`src/rtl/hb_watchdog.sv`:
```
module hb_watchdog #(
  parameter int TIMEOUT_CYCLES = 400_000_000,
  parameter int SYNC_STAGES    = 2
) (
  input  logic clk,
  input  logic rst_n,
  input  logic hb_in,
  input  logic hb_undriven,
  input  logic rst_active,
  input  logic supply_low,
  output logic alarm_n
);

  localparam int CW = $clog2(TIMEOUT_CYCLES + 1);
  localparam logic [CW-1:0] TERM = CW'(TIMEOUT_CYCLES);

  logic [SYNC_STAGES-1:0] sync_q;
  logic                   hb_prev;
  logic [CW-1:0]          cnt;
  logic                   hb_edge, hold, expired;

  always_ff @(posedge clk or negedge rst_n) begin
    if (!rst_n) begin
      sync_q  <= '0;
      hb_prev <= 1'b0;
    end else begin
      sync_q  <= {sync_q[SYNC_STAGES-2:0], hb_in};
      hb_prev <= sync_q[SYNC_STAGES-1];
    end
  end

  assign hb_edge = sync_q[SYNC_STAGES-1] ^ hb_prev;
  assign hold    = rst_active | hb_undriven;

  always_ff @(posedge clk or negedge rst_n) begin
    if (!rst_n)                  cnt <= '0;
    else if (hold || hb_edge)    cnt <= '0;
    else if (cnt != TERM)        cnt <= cnt + CW'(1);
  end

  assign expired = (cnt == TERM);
  assign alarm_n = ~(expired | supply_low);

  AST_EDGE_CLEARS: assert property (@(posedge clk) disable iff (!rst_n)
    hb_edge |=> cnt == '0);
  AST_RESET_HOLDS: assert property (@(posedge clk) disable iff (!rst_n)
    rst_active |=> cnt == '0);
  AST_UNDRIVEN_HOLDS: assert property (@(posedge clk) disable iff (!rst_n)
    hb_undriven |=> cnt == '0);
  AST_COUNT_STEP: assert property (@(posedge clk) disable iff (!rst_n)
    (!hold && !hb_edge && cnt != TERM) |=> cnt == $past(cnt) + CW'(1));
  AST_NO_WRAP: assert property (@(posedge clk) disable iff (!rst_n)
    (expired && !hold && !hb_edge) |=> expired);
  AST_SUPPLY_FORCES: assert property (@(posedge clk) disable iff (!rst_n)
    supply_low |-> !alarm_n);
  AST_STICKY_LOW: assert property (@(posedge clk) disable iff (!rst_n)
    (!alarm_n && !supply_low && !hold && !hb_edge) |=> !alarm_n);

endmodule

```
`config.mk`:
```
export PLATFORM = sky130hd
export DESIGN_NAME = hb_watchdog
export DESIGN_NICKNAME = d
export VERILOG_FILES = /design/src/rtl/hb_watchdog.sv
export SDC_FILE = /design/constraint.sdc
export NUM_CORES = 1
export LEC_CHECK = 0
export ABC_AREA = 1
export BUFFER_PORTS_ARGS = -buffer_cell sky130_fd_sc_hd__buf_4
export CELL_PAD_IN_SITES_DETAIL_PLACEMENT = 1
export CELL_PAD_IN_SITES_GLOBAL_PLACEMENT = 2
export CORE_AREA = 2 2 81 83
export DETAILED_ROUTE_END_ITERATION = 16
export DIE_AREA = 0 0 83 85
export PLACE_DENSITY_LB_ADDON = 0.1
export SETUP_SLACK_MARGIN = 0.5
export SLEW_MARGIN = 10
export SYNTH_ARGS = -nofsm -noshare
export SYNTH_HDL_FRONTEND = slang
export SYNTH_SLANG_ARGS = --single-unit
export TNS_END_PERCENT = 20
```
`constraint.sdc`:
```
create_clock -name clk -period 1.7 [get_ports clk]
set_input_delay 0.085 -clock clk [delete_from_list [all_inputs] [get_ports clk]]
set_output_delay 0.085 -clock clk [all_outputs]
set_load 0.005 [all_outputs]
```
==> metrics.cfg <==
[cts]
numCtsBuffers = 5
path_clk_slew_ns = 0.08
clock_latency_ns = 0.29
cts-root-buf = clkbuf_8
cts_sinks = 32
cts_tree = built
cts_buffer_depth = 2
cts_htree_levels = 2

[logic_synthesis]
yosysTopAreaCellShare_pct = 39.02
syn-cell-area_mm2 = 0.002052
syn_nets = 317
synth.avg_cell_area_um2 = 6.641
yosys.cell_types.count = 25
synth_top_area_cell = dfrtp_1
synth_seq_cells = 32
yosys-mux-area-fraction_pct = 0
synth_area_leaders = dfrtp_1 (39%), nand2_1 (16%), nor2_1 (12%), inv_1 (7.0%), nand3_1 (3.2%)
synthCells = 309
synth_top_family_by_area = simple AND/OR/NAND/NOR gates
synth-simple-area-share_pct = 44.21
yosys_warnings = 0
ys_seq_area_share_pct = 39.02
synth_xor_area_share_pct = 0.8537
yosys.area_share.adder_pct = 1.220
synth_compound_gate_area_share_pct = 6.037

[timing]
hold_viol = 0
finalSetupViolCount = 0
layout_worst_path_cycle_share_pct = 87.21
slew_viol_final = 0
period_minus_slack_ns = 1.483
max_freq_mhz = 674.5
fin_setup_tns_ns = 0
setup_slack_ns = 0.2175
slew_headroom_pct = 69.70
rsz0062_at_grt = true
tightest_slew_ns = 0.4545
fin_skew_ns = 0.004338

[global_route]
grt-ovfl-total = 0
grt_pass1_vias = 2172
use_met3_pct = 3.405
gr-usage-met1_pct = 23.68
grt_max_degree = 33
antenna_found_initial = 0
grt-busiest-layer = met2
met2_usage_pct = 34.97
grt_pass1_wl_mm = 10.78
grtUsageTotal_pct = 19.43

[place]
place_ws_ns = 0.1781
port_buffers = 6
dp_hpwl_mm = 4.699
gp_congestion = 0.8128

[drt]
first_iter_violations = 30
drc = 0
dr.pass1.iters = 4
num_vias = 2008
wire_per_inst_um = 14.78
wirelength_mm = 6.238
ant_nets = 0
avgViaCountPerCell = 4.758

[worst_setup_path]
startpoint_type = flip-flop
worstReg2RegStart = cnt[1]
critPathKind = reg -> out
timing.rr.end = cnt[26]
cp_data_arrival_time_ns = 1.40
cp_common_cell = nand2_2
timing.critical_path.required_ns = 1.62
path_max_fanout = 4
crit_start = cnt[25]
critPathSlowestCell = dfrtp_1
rrSetupSlack_ns = 0.24
critPathCaptureType = primary output
ff2ff_path_depth = 10
crit_chain = nand2_2 -> nor2_1 -> nand2_2 -> nor2_4 -> a21oi_1 -> buf_4
cpPeakStageDelay_ns = 0.41

[pwr]
pwr-share-clk_pct = 43.4
p_leak_nw = 1.106
ir_worst_vdd_mv = 0.3153
internal_power_mw = 1.117
p_comb_share_pct = 5.0
swShare_pct = 24.92
power_mw = 1.488
power.density_mw_per_mm2 = 572.3
p_sw_mw = 0.3709
pwr-share-seq_pct = 51.6

[die]
die_h_um = 85
die_area_mm2 = 0.007055
row_count = 29
core_area_mm2 = 0.006205
initial_core_util_pct = 33.07
ios = 7
die_w_um = 83

[cells_and_area]
layout-drive-gt1-share_pct = 28.41
multiInputGateArea_mm2 = 0.001211
num-fill-cells = 817
regArea_um2 = 804.5
synthToLayoutAreaGrowth_pct = 26.71
fin_nets = 352
insertedDiodeCount = 0

[hold_path]
min_path_type = in -> async

[run_status]
status = finished clean

[job]
maxCapViolCount = 0

## power by group through the flow
stage / clock (mW) / sequential, mW / combinational, mW
final: 0.646 / 0.768 / 0.0740
after floorplan: 0 / 0.784 / 0.0247
after global routing: 0.700 / 0.769 / 0.0835
after CTS: 0.673 / 0.768 / 0.0761
after detailed placement: 0 / 0.785 / 0.0626
after global placement: 0 / 0.784 / 0.0619
## synth_stat cells
| cell | count |
|---|---|
| a21oi_1 | 12 |
| buf_2 | 1 |
| buf_4 | 1 |
| dfrtp_1 | 32 |
| ha_1 | 2 |
| inv_1 | 38 |
| inv_2 | 6 |
| nand2_1 | 89 |
| nand2_2 | 6 |
| nand3_1 | 13 |
| nand3_2 | 3 |
| nand3_4 | 1 |
| nand3b_1 | 2 |
| nand4_1 | 5 |
| nor2_1 | 67 |
| nor2_2 | 7 |
| nor2_4 | 3 |
| nor3_1 | 5 |
| nor3_4 | 1 |
| o21ai_0 | 9 |
| o21ai_1 | 2 |
| o21ai_2 | 1 |
| or2_1 | 1 |
| xnor2_1 | 1 |
| xor2_1 | 1 |
## metrics by stage
step	hold slack, ns	utilization [%]	instance area, µm²	instances
2_1_floorplan	-0.2106	-	2062	309
4_1_cts	0.2969	39.77	2467	412
3_3_place_gp	0.07056	35.55	2206	392
6_report	0.2852	41.90	2600	422
5_1_grt	0.3072	41.90	2600	422
3_5_place_dp	0.07193	35.55	2206	392
## cell type report
class | count | area share, %
clock buffers | 6 | 3.176
flip-flops and latches | 32 | 30.94
inverters | 44 | 6.352
well taps | 77 | 3.705
repair buffers | 30 | 8.855
clock inverters | 2 | 0.3850
multi-input cells | 231 | 46.58
## metal layers
metal | up-vias | wire (µm)
met2 | 18 | 3094
met3 | 12 | 102
met1 | 958 | 2895
met4 | 0 | 146
li1 | 1020 | -
met5 | - | 0
## cell families after synthesis
kind of cell             count (synthesis)
AO/OA/AOI/OAI                           24
XOR/XNOR                                 2
adder cells (fa/ha/maj)                  2
buffers and inverters                   46
flip-flops                              32
AND/OR/NAND/NOR                        203
## what timing repair did
| action | 4_1_cts | 5_1_grt |
|---|---|---|
| cloned | 0 | 0 |
| endpoints found under the hold margin | 33 | 0 |
| gates resized for setup | 20 | 23 |
| pin swaps | 9 | 11 |
| setup buffers | 10 | 10 |
| hold buffers | 2 | 0 |
| setup endpoints to repair | 30 | 30 |
## how the worst max path moves through the flow
stage / to / slack, ns / cells after the start
floorplan: cnt[20] / 0.43 / 6
global placement: cnt[1] / 0.21 / 9
detailed placement: cnt[0] / 0.18 / 9
CTS: alarm_n / 0.14 / 8
global route: alarm_n / 0.13 / 7
finish: alarm_n / 0.22 / 6
## layout by cell type, fill, tap and decap left out, types with 4 or more instances in the layout
cell type	netlist	final
nand2_1	89	81
nor2_1	67	53
inv_1	38	33
dfrtp_1	32	29
buf_4	1	28
nor2_2	7	17
nand2_2	6	13
nand3_1	13	12
a21oi_1	12	12
inv_2	6	11
nor2_4	3	7
o21ai_0	9	7
clkbuf_8	0	6
nand4_1	5	5
nand3_4	1	4
o21ai_1	2	4
nor3_1	5	4
## flip-flops by register name (all words and copies together) (netlist names)
name	cells
cnt	29
hb_prev	1
sync_q	2
## worst max-delay path: cells and delay by family (launching register included)
kind | cells | cell delay (ns)
buffers and inverters | 1 | 0.13
flip-flops | 1 | 0.41
AND/OR/NAND/NOR | 4 | 0.49
AO/OA/AOI/OAI | 1 | 0.07
Note: power is estimated with default switching activity, not from simulation.
